`src/rtl/girq_pkg.sv`:
```
package girq_pkg;
    localparam int LINES     = 8;
    localparam int IDX_W     = 7;
    localparam int PINS      = 62;
    localparam int DATA_W    = 32;
    localparam int ADDR_W    = 8;
    localparam int SEL_WORDS = LINES / 2;

    localparam int EN_BIT    = 31;
    localparam int ANY_LSB   = 16;
    localparam int EDGE_LSB  = 8;
    localparam int POL_LSB   = 0;
    localparam int ODD_LSB   = 16;

    typedef struct packed {
        logic                            en;
        logic [LINES-1:0]                any;
        logic [LINES-1:0]                edg;
        logic [LINES-1:0]                pol;
        logic [LINES-1:0][IDX_W-1:0]     sel;
    } cfg_t;
endpackage

```
`src/rtl/girq_regs.sv`:
```
module girq_regs
    import girq_pkg::*;
(
    input  logic              clk,
    input  logic              rst_n,
    input  logic              we,
    input  logic [ADDR_W-1:0] addr,
    input  logic [DATA_W-1:0] wdata,
    output logic [DATA_W-1:0] rdata,
    output cfg_t              cfg
);
    localparam int WORD_W = ADDR_W - 2;

    cfg_t               cfg_d, cfg_q;
    logic [WORD_W-1:0]  word;
    logic               aligned;

    assign word    = addr[ADDR_W-1:2];
    assign aligned = (addr[1:0] == 2'b00);

    always_comb begin
        cfg_d = cfg_q;
        rdata = '0;
        if (aligned && word == '0) begin
            rdata[EN_BIT]                  = cfg_q.en;
            rdata[ANY_LSB  +: LINES]       = cfg_q.any;
            rdata[EDGE_LSB +: LINES]       = cfg_q.edg;
            rdata[POL_LSB  +: LINES]       = cfg_q.pol;
            if (we) begin
                cfg_d.en  = wdata[EN_BIT];
                cfg_d.any = wdata[ANY_LSB  +: LINES];
                cfg_d.edg = wdata[EDGE_LSB +: LINES];
                cfg_d.pol = wdata[POL_LSB  +: LINES];
            end
        end
        for (int w = 0; w < SEL_WORDS; w++) begin
            if (aligned && word == WORD_W'(w + 1)) begin
                rdata[0       +: IDX_W] = cfg_q.sel[2*w];
                rdata[ODD_LSB +: IDX_W] = cfg_q.sel[2*w+1];
                if (we) begin
                    cfg_d.sel[2*w]   = wdata[0       +: IDX_W];
                    cfg_d.sel[2*w+1] = wdata[ODD_LSB +: IDX_W];
                end
            end
        end
    end

    always_ff @(posedge clk) begin
        if (!rst_n) cfg_q <= '0;
        else        cfg_q <= cfg_d;
    end

    assign cfg = cfg_q;
endmodule

```
`src/rtl/girq_sync.sv`:
```
module girq_sync #(
    parameter int NUM_PINS = 62
) (
    input  logic                clk,
    input  logic                rst_n,
    input  logic [NUM_PINS-1:0] pins,
    output logic [NUM_PINS-1:0] cur,
    output logic [NUM_PINS-1:0] prv
);
    typedef struct packed {
        logic [NUM_PINS-1:0] meta;
        logic [NUM_PINS-1:0] now;
        logic [NUM_PINS-1:0] old;
    } sync_t;

    sync_t st_d, st_q;

    always_comb begin
        st_d      = st_q;
        st_d.meta = pins;
        st_d.now  = st_q.meta;
        st_d.old  = st_q.now;
    end

    always_ff @(posedge clk) begin
        if (!rst_n) st_q <= '0;
        else        st_q <= st_d;
    end

    assign cur = st_q.now;
    assign prv = st_q.old;
endmodule

```
`src/rtl/girq_line.sv`:
```
module girq_line
    import girq_pkg::*;
#(
    parameter int NUM_PINS = 62
) (
    input  logic                clk,
    input  logic                rst_n,
    input  logic                en,
    input  logic                any,
    input  logic                edg,
    input  logic                pol,
    input  logic [IDX_W-1:0]    sel,
    input  logic [NUM_PINS-1:0] cur,
    input  logic [NUM_PINS-1:0] prv,
    output logic                irq
);
    localparam int                SPAN  = 2 ** IDX_W;
    localparam logic [IDX_W-1:0]  LIMIT = IDX_W'(NUM_PINS);

    typedef struct packed {
        logic irq;
    } line_t;

    line_t            st_d, st_q;
    logic [SPAN-1:0]  cur_x, prv_x;
    logic             valid, c, p, hit;

    assign cur_x = SPAN'(cur);
    assign prv_x = SPAN'(prv);

    always_comb begin
        valid = (sel < LIMIT);
        c     = cur_x[sel];
        p     = prv_x[sel];
        if (any)      hit = c ^ p;
        else if (edg) hit = pol ? (p & ~c) : (c & ~p);
        else          hit = c ^ pol;
        st_d.irq = en & valid & hit;
    end

    always_ff @(posedge clk) begin
        if (!rst_n) st_q <= '0;
        else        st_q <= st_d;
    end

    assign irq = st_q.irq;
endmodule

```
`src/rtl/gpio_irq_router.sv`:
```
module gpio_irq_router
    import girq_pkg::*;
#(
    parameter int NUM_PINS = girq_pkg::PINS
) (
    input  logic                clk,
    input  logic                rst_n,
    input  logic                bus_we,
    input  logic [ADDR_W-1:0]   bus_addr,
    input  logic [DATA_W-1:0]   bus_wdata,
    output logic [DATA_W-1:0]   bus_rdata,
    input  logic [NUM_PINS-1:0] pins_i,
    output logic [LINES-1:0]    irq_o
);
    cfg_t                cfg_w;
    logic [NUM_PINS-1:0] cur_w, prv_w;

    girq_regs regs_i (
        .clk   (clk),
        .rst_n (rst_n),
        .we    (bus_we),
        .addr  (bus_addr),
        .wdata (bus_wdata),
        .rdata (bus_rdata),
        .cfg   (cfg_w)
    );

    girq_sync #(.NUM_PINS(NUM_PINS)) sync_i (
        .clk   (clk),
        .rst_n (rst_n),
        .pins  (pins_i),
        .cur   (cur_w),
        .prv   (prv_w)
    );

    for (genvar n = 0; n < LINES; n++) begin : g_line
        girq_line #(.NUM_PINS(NUM_PINS)) line_i (
            .clk   (clk),
            .rst_n (rst_n),
            .en    (cfg_w.en),
            .any   (cfg_w.any[n]),
            .edg   (cfg_w.edg[n]),
            .pol   (cfg_w.pol[n]),
            .sel   (cfg_w.sel[n]),
            .cur   (cur_w),
            .prv   (prv_w),
            .irq   (irq_o[n])
        );
    end
endmodule

```
`config.mk`:
```
export PLATFORM = sky130hd
export DESIGN_NAME = gpio_irq_router
export DESIGN_NICKNAME = d
export VERILOG_FILES = /design/src/rtl/girq_pkg.sv /design/src/rtl/girq_regs.sv /design/src/rtl/girq_sync.sv /design/src/rtl/girq_line.sv /design/src/rtl/gpio_irq_router.sv
export SDC_FILE = /design/constraint.sdc
export NUM_CORES = 1
export LEC_CHECK = 0
export BUFFER_PORTS_ARGS = -buffer_cell sky130_fd_sc_hd__buf_2
export CORE_MARGIN = 5
export CORE_UTILIZATION = 59
export CTS_BUF_LIST = sky130_fd_sc_hd__clkbuf_8 sky130_fd_sc_hd__clkbuf_16
export CTS_CLUSTER_SIZE = 20
export DETAILED_ROUTE_END_ITERATION = 10
export GPL_TIMING_DRIVEN = 0
export PLACE_DENSITY = 0.78
export SLEW_MARGIN = 10
export SYNTH_ARGS = -nofsm -noshare
export SYNTH_HDL_FRONTEND = slang
export SYNTH_HIERARCHICAL = 1
export SYNTH_SLANG_ARGS = --single-unit
```
`constraint.sdc`:
```
create_clock -name clk -period 3.3 [get_ports clk]
set_input_delay 0.165 -clock clk [delete_from_list [all_inputs] [get_ports clk]]
set_output_delay 0.165 -clock clk [all_outputs]
set_load 0.01 [all_outputs]
```
==> results of run 1 <==
==> logic make-up (layout without fill, tap and decap cells) <==
kind of cell / after synthesis / in the layout
AOI/OAI and AO/OA: 310 / 310
muxes: 491 / 491
other: 1 / 7
DFF: 275 / 275
and+or+nand+nor: 537 / 537
adders and majority gates: 16 / 16
buffers and inverters: 246 / 505
==> sequential cells by signal (all words and copies together) (netlist names) <==
| register | flops |
|---|---|
| sync_i/prv | 62 |
| sync_i/st_d | 62 |
| g_line.line_i/irq | 8 |
| sync_i/cur | 62 |
| regs_i/cfg | 81 |
==> report_power, final <==
| part | total, W | leakage (nW) | internal [W] | switching [W] |
|---|---|---|---|---|
| combinational | 0.000817 | 5.84 | 0.000382 | 0.000435 |
| clock | 0.00327 | 0.480 | 0.00193 | 0.00133 |
| sequential | 0.00349 | 2.25 | 0.00341 | 0.0000783 |
==> layer usage <==
metal,up-vias,track usage [%]
li1,7490,-
met1,8604,51.35
met2,1572,65.05
met3,410,16.27
met4,2,26.24
met5,-,0
==> cell usage in the layout, fill, tap and decap left out, types with 7 or more instances in the layout <==
master and n:
nand3b_1 22, clkbuf_16 29, and2_1 205, dfxtp_1 267, buf_2 157, nand3_1 14
a21oi_1 39, buf_8 7, a211oi_1 34, buf_12 7, mux2_1 12, clkbuf_1 35
nor2b_1 17, o32ai_1 14, a31oi_1 7, mux4_2 140, o21ai_0 7, buf_6 37
a221oi_1 18, ha_1 16, nand2_1 138, dlygate4sd3_1 78, mux2_2 10, o221ai_1 18
o22ai_1 7, nand4_1 8, inv_1 23, mux2i_1 322, nor2_1 74, buf_4 98
or3_1 7, a211oi_2 8, a22oi_1 83, o2111a_1 20, or4_1 8, dfxtp_2 7
clkinv_2 7, conb_1 7, inv_2 8
==> area by class of cell <==
| class | count | area, um^2 |
|---|---|---|
| repair buffers | 216 | 1519 |
| flip-flops and latches | 275 | 5518 |
| well taps | 442 | 553.0 |
| plain buffers | 208 | 1603 |
| multi-input cells | 1361 | 12500 |
| clock buffers | 34 | 794.5 |
| inverters | 32 | 130.1 |
| fillers | 2361 | 9763 |
| clock inverters | 15 | 158.9 |
==> worst reg2reg max path: stages, from the launching register on <==
cell and delay (ns):
dfxtp_1 0.36, clkbuf_1 0.56, inv_1 0.42, nor2_1 0.39, a21boi_0 0.41, nor4_4 0.13, o21a_1 0.23, ha_1 0.28
a211oi_1 0.26, nand3_1 0.14, a211oi_2 0.18
==> cell usage after synthesis (10+ instances only) <==
| library cell | number |
|---|---|
| a211oi_1 | 34 |
| a21oi_1 | 42 |
| a221oi_1 | 20 |
| a22oi_1 | 84 |
| a31oi_1 | 12 |
| and2_1 | 205 |
| buf_2 | 41 |
| buf_4 | 85 |
| buf_6 | 36 |
| clkbuf_1 | 43 |
| dfxtp_1 | 275 |
| ha_1 | 16 |
| inv_1 | 22 |
| mux2_1 | 12 |
| mux2_2 | 10 |
| mux2i_1 | 327 |
| mux4_2 | 140 |
| nand2_1 | 139 |
| nand3_1 | 14 |
| nand3b_1 | 22 |
| nor2_1 | 79 |
| nor2b_1 | 18 |
| o2111a_1 | 20 |
| o221ai_1 | 18 |
| o32ai_1 | 14 |
==> how the worst max path moves through the flow <==
stage | cells past startpoint | to | slack (ns)
2_1_floorplan | 11 | g_line[4].line_i/irq | 0.64
3_3_place_gp | 10 | g_line[7].line_i/irq | -0.52
3_5_place_dp | 10 | g_line[7].line_i/irq | -0.55
4_1_cts | 11 | g_line[2].line_i/irq | 0.002
5_1_grt | 11 | g_line[4].line_i/irq | -0.03
6_report | 10 | g_line[4].line_i/irq | -0.15
==> through the flow <==
step	utilization (%)	setup WS, ns	hold slack (ns)	setup TNS [ns]
2_1_floorplan	-	0.6361	0.2867	0
3_3_place_gp	63.56	-0.5249	0.3685	-1.808
3_5_place_dp	63.56	-0.5512	0.3731	-2.168
4_1_cts	69.07	0.002138	0.002332	0
5_1_grt	69.99	-0.03363	0.02899	-0.03363
6_report	69.99	-0.1506	0.02334	-0.1506
==> repair_timing <==
| item | 4_1_cts | 5_1_grt |
|---|---|---|
| buffers inserted | 0 | 9 |
| hold buffers | 78 | 0 |
| endpoints found under the setup margin | 8 | 8 |
| pin swaps | 0 | 2 |
| endpoints found under the hold margin | 92 | 0 |
| gates resized for setup | 26 | 56 |
==> qor.csv, run 1 <==
metric,value,unit
status,finished with violations,
violations,negative setup slack,
synth_edf_count,0,
arrival,3.92,ns
synth_ff_type,dfxtp_1,
diodes,0,
worstHoldStart,bus_wdata[4],
critPathSlowestCell,clkbuf_1,
synthMuxAreaShare,34.57,%
holdPathEnd,regs_i/cfg[18],
whs_path_depth,3,
power.density,332.6,mW/mm^2
placedCellCount,2453,
synthArstFlopShare,0,%
cts.root.buffer_cell,clkbuf_16,
startpoint_type,flop,
synthAdderAreaFrac,1.029,%
finalHoldViolations,0,
drc_errors,0,
ir_drop,0.0005332,V
core_area,0.03254,mm^2
clock_latency,0.57,ns
wire_per_inst,31.43,um
synthTopCellsByArea,"dfxtp_1 (28%), mux2i_1 (17%), mux4_2 (16%)",
synth_compound_area_share,12.35,%
slew_headroom,43.82,%
fin_crit_sh,104.6,%
synth_top_area_share,28.29,%
cts_tree,built,
reg2regPathDepth,10,
drt-initial-drc-count,3099,
max_stage_delay,0.56,ns
topRoutingLayerUsed,met5,
crit_start,regs_i/cfg[32],
reg2reg_setup_slack,-0.15,ns
ant_nets,0,
maxCapViolCount,0,
synth_area,0.01946,mm^2
syn_avg_cell_area,10.37,um^2
fin_nets,2243,
final-instance-count-excl-fill,2583,
wl_met1,28.16,mm
tightest_slew,0.8409,ns
area_delta_synth_final,17.04,%
wl,81.18,mm
gp_congestion,1.129,
port_buffers,129,
place_area,0.02068,mm^2
synth_top_family_by_area,multiplexers,
setup_viol,1,
finClkSkew,0.01267,ns
reg2reg_to,g_line[4].line_i/irq,
stdcell_area,0.02277,mm^2
via_per_inst,6.999,
die_w,191.6,um
wl_met3,12.06,mm
setup_ws,-0.1506,ns
regToRegStartpoint,regs_i/cfg[32],
grt_antenna_before_repair,2,
synthDistinctLibCells,63,
hp-class,in2reg,
rsz0062_at_grt,true,
grt_usage,42.76,%
vias,18080,
grt_max_degree,16,
first_pass_iters,6,
grt_pass1_vias,17730,
seq_area_frac_synth,28.29,%
yosys.area_share.simple,15.19,%
setup.worst_path.class,reg2reg,
h-tree-depth,1,
period_needed,3.451,ns
synth_cells,1876,
path_clk_slew,0.06,ns
row_count,66,
synth_warnings,6,
leakagePower,8.572,nW
cts_buffers,28,
synth_seq_cells,275,
crit_fanout,8,
met2_length,34.82,mm
synth_xor_area_share,0,%
endpoint_kind,flop,
clk_path_buf_depth,3,
fmax,0.2898,GHz
crit_family,compound AO/OA/AOI/OAI gates,
dp_hpwl,57.55,mm
cts_sinks,275,
boundaryPins,145,
crit_chain,clkbuf_1 -> inv_1 -> nor2_1 -> a21boi_0 -> nor4_4 -> o21a_1 -> ha_1 -> a211oi_1 -> nand3_1 -> a211oi_2,
dieArea,0.03671,mm^2
floorplan.initialDensity,59.80,%
critPathRequiredTime,3.77,ns
crit_buf_inv,2,
yosysTopAreaCell,dfxtp_1,
drive_above_1_share,26.86,%
grt_pass1_wl,115.2,mm
drv_slew,0,
die_y,191.6,um
grt-ovfl-total,0,
fin_total_pwr,0.007574,W
Power figures use the tool's default switching activity.
==> run 2: changes to the inputs <==
--- a/config.mk
+++ b/config.mk
@@ -11,7 +11,6 @@
 export CTS_BUF_LIST = sky130_fd_sc_hd__clkbuf_8 sky130_fd_sc_hd__clkbuf_16
 export CTS_CLUSTER_SIZE = 20
 export DETAILED_ROUTE_END_ITERATION = 10
-export GPL_TIMING_DRIVEN = 0
 export PLACE_DENSITY = 0.78
 export SLEW_MARGIN = 10
 export SYNTH_ARGS = -nofsm -noshare
==> qor.csv, run 2 (synthesis gave the netlist of run 1 again) <==
metric,value,unit,change
whs,0.02043,ns,was 0.02334 ns
cts_sinks,275,,unchanged
dp_hpwl,51.43,mm,was 57.55 mm
row_count,66,,unchanged
ir_drop,0.0003837,V,was 0.0005332 V
leakagePower,8.275,nW,was 8.572 nW
wire_per_inst,29.57,um,was 31.43 um
boundaryPins,145,,unchanged
vias,17470,,"was 18,080"
drt-initial-drc-count,2750,,"was 3,099"
finalHoldViolations,0,,unchanged
crit_start,regs_i/cfg[14],,was regs_i/cfg[32]
status,"complete, no violations",,was finished with violations
path_common_cell,a211oi_1,,
grt_pass1_vias,17100,,"was 17,730"
dieArea,0.03671,mm^2,unchanged
area_delta_synth_final,13.76,%,was 17.04%
grt_max_degree,167,,was 16
power.density,339.9,mW/mm^2,was 332.6 mW/mm^2
gp_congestion,1.122,,was 1.129
diodes,0,,unchanged
crit_buf_inv,2,,unchanged
startpoint_type,flop,,unchanged
critPathSlowestCell,nor4_2,,was clkbuf_1
h-tree-depth,1,,unchanged
crit_chain,buf_12 -> buf_16 -> mux2i_1 -> a22oi_1 -> a211oi_1 -> nor4_2 -> o21a_1 -> ha_1 -> a211oi_1 -> nand3_1 -> a211oi_2,,was clkbuf_1 -> inv_1 -> nor2_1 -> a21boi_0 -> nor4_4 -> o21a_1 -> ha_1 -> a211oi_1 -> nand3_1 -> a211oi_2
path_clk_slew,0.07,ns,was 0.06 ns
core_area,0.03254,mm^2,unchanged
critPathRequiredTime,3.77,ns,about the same
die_y,191.6,um,unchanged
via_per_inst,6.986,,was 6.999
n_fill_cell,2524,,"was 2,361"
drc_errors,0,,unchanged
slew_headroom,40.89,%,was 43.82%
finClkSkew,0.01579,ns,was 0.01267 ns
ant_nets,0,,unchanged
period_needed,3.189,ns,was 3.451 ns
setup.worst_path.class,reg2reg,,unchanged
largest_reg_flops,81,,unchanged
max_stage_delay,0.66,ns,was 0.56 ns
worstHoldStart,bus_wdata[1],,was bus_wdata[4]
grt-ovfl-total,0,,unchanged
setup-tns-final,0,ns,was -0.1506 ns
drive_above_1_share,24.04,%,was 26.86%
cts_buffers,29,,was 28
tightest_slew,0.8793,ns,was 0.8409 ns
port_buffers,130,,was 129
clk_path_buf_depth,3,,unchanged
die_w,191.6,um,unchanged
fin_crit_sh,96.64,%,was 104.6%
wl,73.95,mm,was 81.18 mm
regToRegStartpoint,regs_i/cfg[14],,was regs_i/cfg[32]
hp-class,in2reg,,unchanged
clock_latency,0.58,ns,was 0.57 ns
grt_antenna_before_repair,2,,unchanged
fmax,0.3136,GHz,was 0.2898 GHz
setup_viol,0,,was 1
arrival,3.66,ns,was 3.92 ns
floorplan.initialDensity,59.80,%,unchanged
layout_commonest_cell,mux2i_1,,unchanged
cts.root.buffer_cell,clkbuf_16,,unchanged
fin_nets,2160,,"was 2,243"
endpoint_kind,flop,,unchanged
grt_usage,39.45,%,was 42.76%
mostFrequentLayoutCells,"mux2i_1 (327), dfxtp_1 (267), and2_1 (205)",,"was mux2i_1 (322), dfxtp_1 (267), and2_1 (205)"
post_cts_buffers,0,,unchanged
maxCapViolCount,0,,unchanged
cts_tree,built,,unchanged
crit_fanout,33,,was 8
grt_pass1_wl,108.2,mm,was 115.2 mm
crit_family,compound AO/OA/AOI/OAI gates,,unchanged
first_pass_iters,6,,unchanged
drv_slew,0,,unchanged
==> run 2: per-layer routing <==
metal  routed length [um]  part of all wire (%)  GRT usage (%)  vias up
li1                     -                     -              -     7323
met1                26470                    36          48.82     8296
met2                31560                    43          59.65     1456
met3                 9841                    13          13.18      396
met4                 6061                   8.2          24.34        2
met5                   13                 0.018              0        -
==> run 2: worst paths after layout <==
check	to	slack, ns	cells past startpoint
worst max-delay path	g_line[2].line_i/irq	0.11	11
worst min-delay path	regs_i/cfg[43]	0.02	3
worst max register to register	g_line[2].line_i/irq	0.11	11
worst min register to register	sync_i/cur[24]	0.43	1
==> run 2: timing repair <==
action | 4_1_cts | 5_1_grt
gates resized for setup | 0 | 2
hold endpoints to repair | 121 | 0
hold buffers | 85 | 0
setup endpoints to repair | 0 | 2
==> run 2: worst register-to-register path, cell delays in order (launching register included) <==
cell,delay (ns)
dfxtp_2,0.39
buf_12,0.18
buf_16,0.26
mux2i_1,0.12
a22oi_1,0.26
a211oi_1,0.13
nor4_2,0.66
o21a_1,0.24
ha_1,0.25
a211oi_1,0.24
nand3_1,0.12
a211oi_2,0.24
==> run 2: per-stage QoR <==
stage | total power (W) | cells | setup slack [ns] | utilization [%] | cell area [um^2]
final | 0.007524 | 2501 | 0.1108 | 68.03 | 22140
after CTS | 0.007514 | 2501 | 0.2231 | 68.00 | 22120
after global placement | 0.004135 | 2365 | 0.2579 | 62.43 | 20310
after global routing | 0.007753 | 2501 | -0.006553 | 68.03 | 22140
after floorplan | 0.003980 | 1882 | 0.6361 | - | 19480
after detailed placement | 0.004155 | 2365 | 0.2488 | 62.43 | 20310
==> run 2: power breakdown <==
part	leakage [nW]	internal [W]	switching (W)
Sequential	2.25	0.00341	0.000180
Clock	0.485	0.00189	0.00143
Combinational	5.54	0.000327	0.000281
==> run 2: cell type report <==
cell class / count / area [um^2] / share of cell area [%]
repair buffers: 340 / 2666 / 12.05
inverters: 32 / 120.1 / 0.5426
well taps: 442 / 553.0 / 2.498
multi-input cells: 1361 / 12320 / 55.66
clock buffers: 31 / 753.2 / 3.403
clock inverters: 20 / 207.7 / 0.9383
flip-flops and latches: 275 / 5515 / 24.92
==> run 3: changes to the inputs <==
--- a/config.mk
+++ b/config.mk
@@ -6,6 +6,7 @@
 export NUM_CORES = 1
 export LEC_CHECK = 0
 export BUFFER_PORTS_ARGS = -buffer_cell sky130_fd_sc_hd__buf_2
+export CORE_ASPECT_RATIO = 1.75
 export CORE_MARGIN = 5
 export CORE_UTILIZATION = 59
 export CTS_BUF_LIST = sky130_fd_sc_hd__clkbuf_8 sky130_fd_sc_hd__clkbuf_16
==> qor.csv, run 3 (synthesis gave the netlist of run 1 again) <==
metric,value,unit,change
fmax,0.3046,GHz,was 0.3136 GHz
drt-initial-drc-count,2393,,"was 2,750"
max_stage_delay,0.71,ns,was 0.66 ns
wire_per_inst,32.97,um,was 29.57 um
final-instance-count-excl-fill,2510,,"was 2,501"
fin_nets,2207,,"was 2,160"
dp_hpwl,57.76,mm,was 51.43 mm
first_pass_iters,10,,was 6
setup.worst_path.class,reg2reg,,unchanged
clock_latency,0.57,ns,was 0.58 ns
ant_nets,0,,unchanged
grt_pass1_vias,17840,,"was 17,100"
cts_sinks,275,,unchanged
slew_headroom,41.13,%,was 40.89%
maxCapViolCount,0,,unchanged
port_buffers,130,,unchanged
tightest_slew,0.8810,ns,was 0.8793 ns
path_clk_slew,0.07,ns,about the same
area_delta_synth_final,15.46,%,was 13.76%
drc_errors,0,,unchanged
die_w,147.3,um,was 191.6 um
grt_max_degree,100,,was 167
floorplan.initialDensity,59.30,%,was 59.80%
cts_buffers,26,,was 29
ir_drop,0.0004589,V,was 0.0003837 V
period_needed,3.284,ns,was 3.189 ns
crit_fanout,10,,was 33
fin_total_pwr,0.007442,W,was 0.007524 W
setup_viol,0,,unchanged
drv_slew,0,,unchanged
grt_pass1_wl,117.9,mm,was 108.2 mm
core_area,0.03281,mm^2,was 0.03254 mm^2
via_per_inst,7.096,,was 6.986
finClkSkew,0.01259,ns,was 0.01579 ns
layout_commonest_cell,mux2i_1,,unchanged
placedCellCount,2381,,"was 2,365"
arrival,3.78,ns,was 3.66 ns
clk_path_buf_depth,3,,unchanged
grt-ovfl-total,0,,unchanged
power.density,331.3,mW/mm^2,was 339.9 mW/mm^2
startpoint_type,flop,,unchanged
boundaryPins,145,,unchanged
row_count,88,,was 66
grt_usage,43.54,%,was 39.45%
mostFrequentLayoutCells,"mux2i_1 (327), dfxtp_1 (267), and2_1 (205)",,unchanged
grt_antenna_before_repair,6,,was 2
setup-tns-final,0,ns,unchanged
hp-class,in2reg,,unchanged
dieArea,0.03685,mm^2,was 0.03671 mm^2
h-tree-depth,1,,unchanged
critPathSlowestCell,dfxtp_1,,was nor4_2
place_area,0.02071,mm^2,was 0.02031 mm^2
vias,17810,,"was 17,470"
drive_above_1_share,25.95,%,was 24.04%
endpoint_kind,flop,,unchanged
stdcell_area,0.02247,mm^2,was 0.02214 mm^2
crit_chain,mux4_2 -> mux2i_1 -> or4_1 -> o221ai_1 -> o21a_1 -> ha_1 -> a211oi_1 -> nand3_1 -> a211oi_2,,was buf_12 -> buf_16 -> mux2i_1 -> a22oi_1 -> a211oi_1 -> nor4_2 -> o21a_1 -> ha_1 -> a211oi_1 -> nand3_1 -> a211oi_2
wl,82.76,mm,was 73.95 mm
finalHoldViolations,0,,unchanged
critPathRequiredTime,3.80,ns,was 3.77 ns
post_cts_buffers,0,,unchanged
fin_crit_sh,99.50,%,was 96.64%
cts_tree,built,,unchanged
cts.root.buffer_cell,clkbuf_16,,unchanged
die_y,250.2,um,was 191.6 um
largest_reg_flops,81,,unchanged
leakagePower,8.491,nW,was 8.275 nW
rsz0062_at_grt,false,,
status,"complete, no violations",,unchanged
gp_congestion,1.127,,was 1.122
run 3: cell type report:
cell class	instances	area (um^2)
clock inverter	17	187.7
fill	2509	10350
clock buffer	29	703.2
timing repair buffer	390	3084
multi-input combinational	1361	12350
inverter	32	120.1
sequential	275	5515
antenna	1	2.502
tap	405	506.7
run 3: routing by layer:
| metal | global-route usage, % | wire, um | up-vias | part of all wire [%] |
|---|---|---|---|---|
| li1 | - | - | 7409 | - |
| met1 | 46.63 | 25850 | 8429 | 31 |
| met2 | 69.41 | 37380 | 1470 | 45 |
| met3 | 12.54 | 9649 | 496 | 12 |
| met4 | 38.44 | 9842 | 6 | 12 |
| met5 | 0 | 29 | - | 0.035 |
run 3: stage by stage:
stage | hold WS (ns) | util, % | setup WS [ns]
5_1_grt | 0.03623 | 68.46 | 0.002072
4_1_cts | 0.003944 | 68.35 | 0.1648
2_1_floorplan | 0.2867 | - | 0.6361
3_5_place_dp | 0.3736 | 63.13 | 0.1856
3_3_place_gp | 0.3692 | 63.13 | 0.2013
6_report | 0.03608 | 68.47 | 0.01649
run 3: final timing paths:
kind | from | cells after the start | slack, ns | to
max | regs_i/cfg[37] | 9 | 0.02 | g_line[5].line_i/irq
min | bus_wdata[17] | 3 | 0.04 | regs_i/cfg[22]
max reg2reg | regs_i/cfg[37] | 9 | 0.02 | g_line[5].line_i/irq
min reg2reg | sync_i/st_d[81] | 1 | 0.43 | sync_i/cur[19]
run 3: report_power, final:
part,switching [W],total (W),internal [W]
Clock,0.00142,0.00320,0.00178
Combinational,0.000312,0.000656,0.000345
Sequential,0.000175,0.00359,0.00341
run 3: critical path: cells and delay by family (launching register included):
kind | cells | cell delay, ns
flip-flops | 1 | 0.71
multiplexers | 2 | 1.05
AO/OA/AOI/OAI | 4 | 0.83
adder cells (fa/ha/maj) | 1 | 0.27
AND/OR/NAND/NOR | 2 | 0.33
run 3: timing repair:
| action | 4_1_cts | 5_1_grt |
|---|---|---|
| setup endpoints to repair | 0 | 3 |
| hold endpoints to repair | 114 | 0 |
| hold buffers | 82 | 0 |
| gates resized for setup | 0 | 7 |
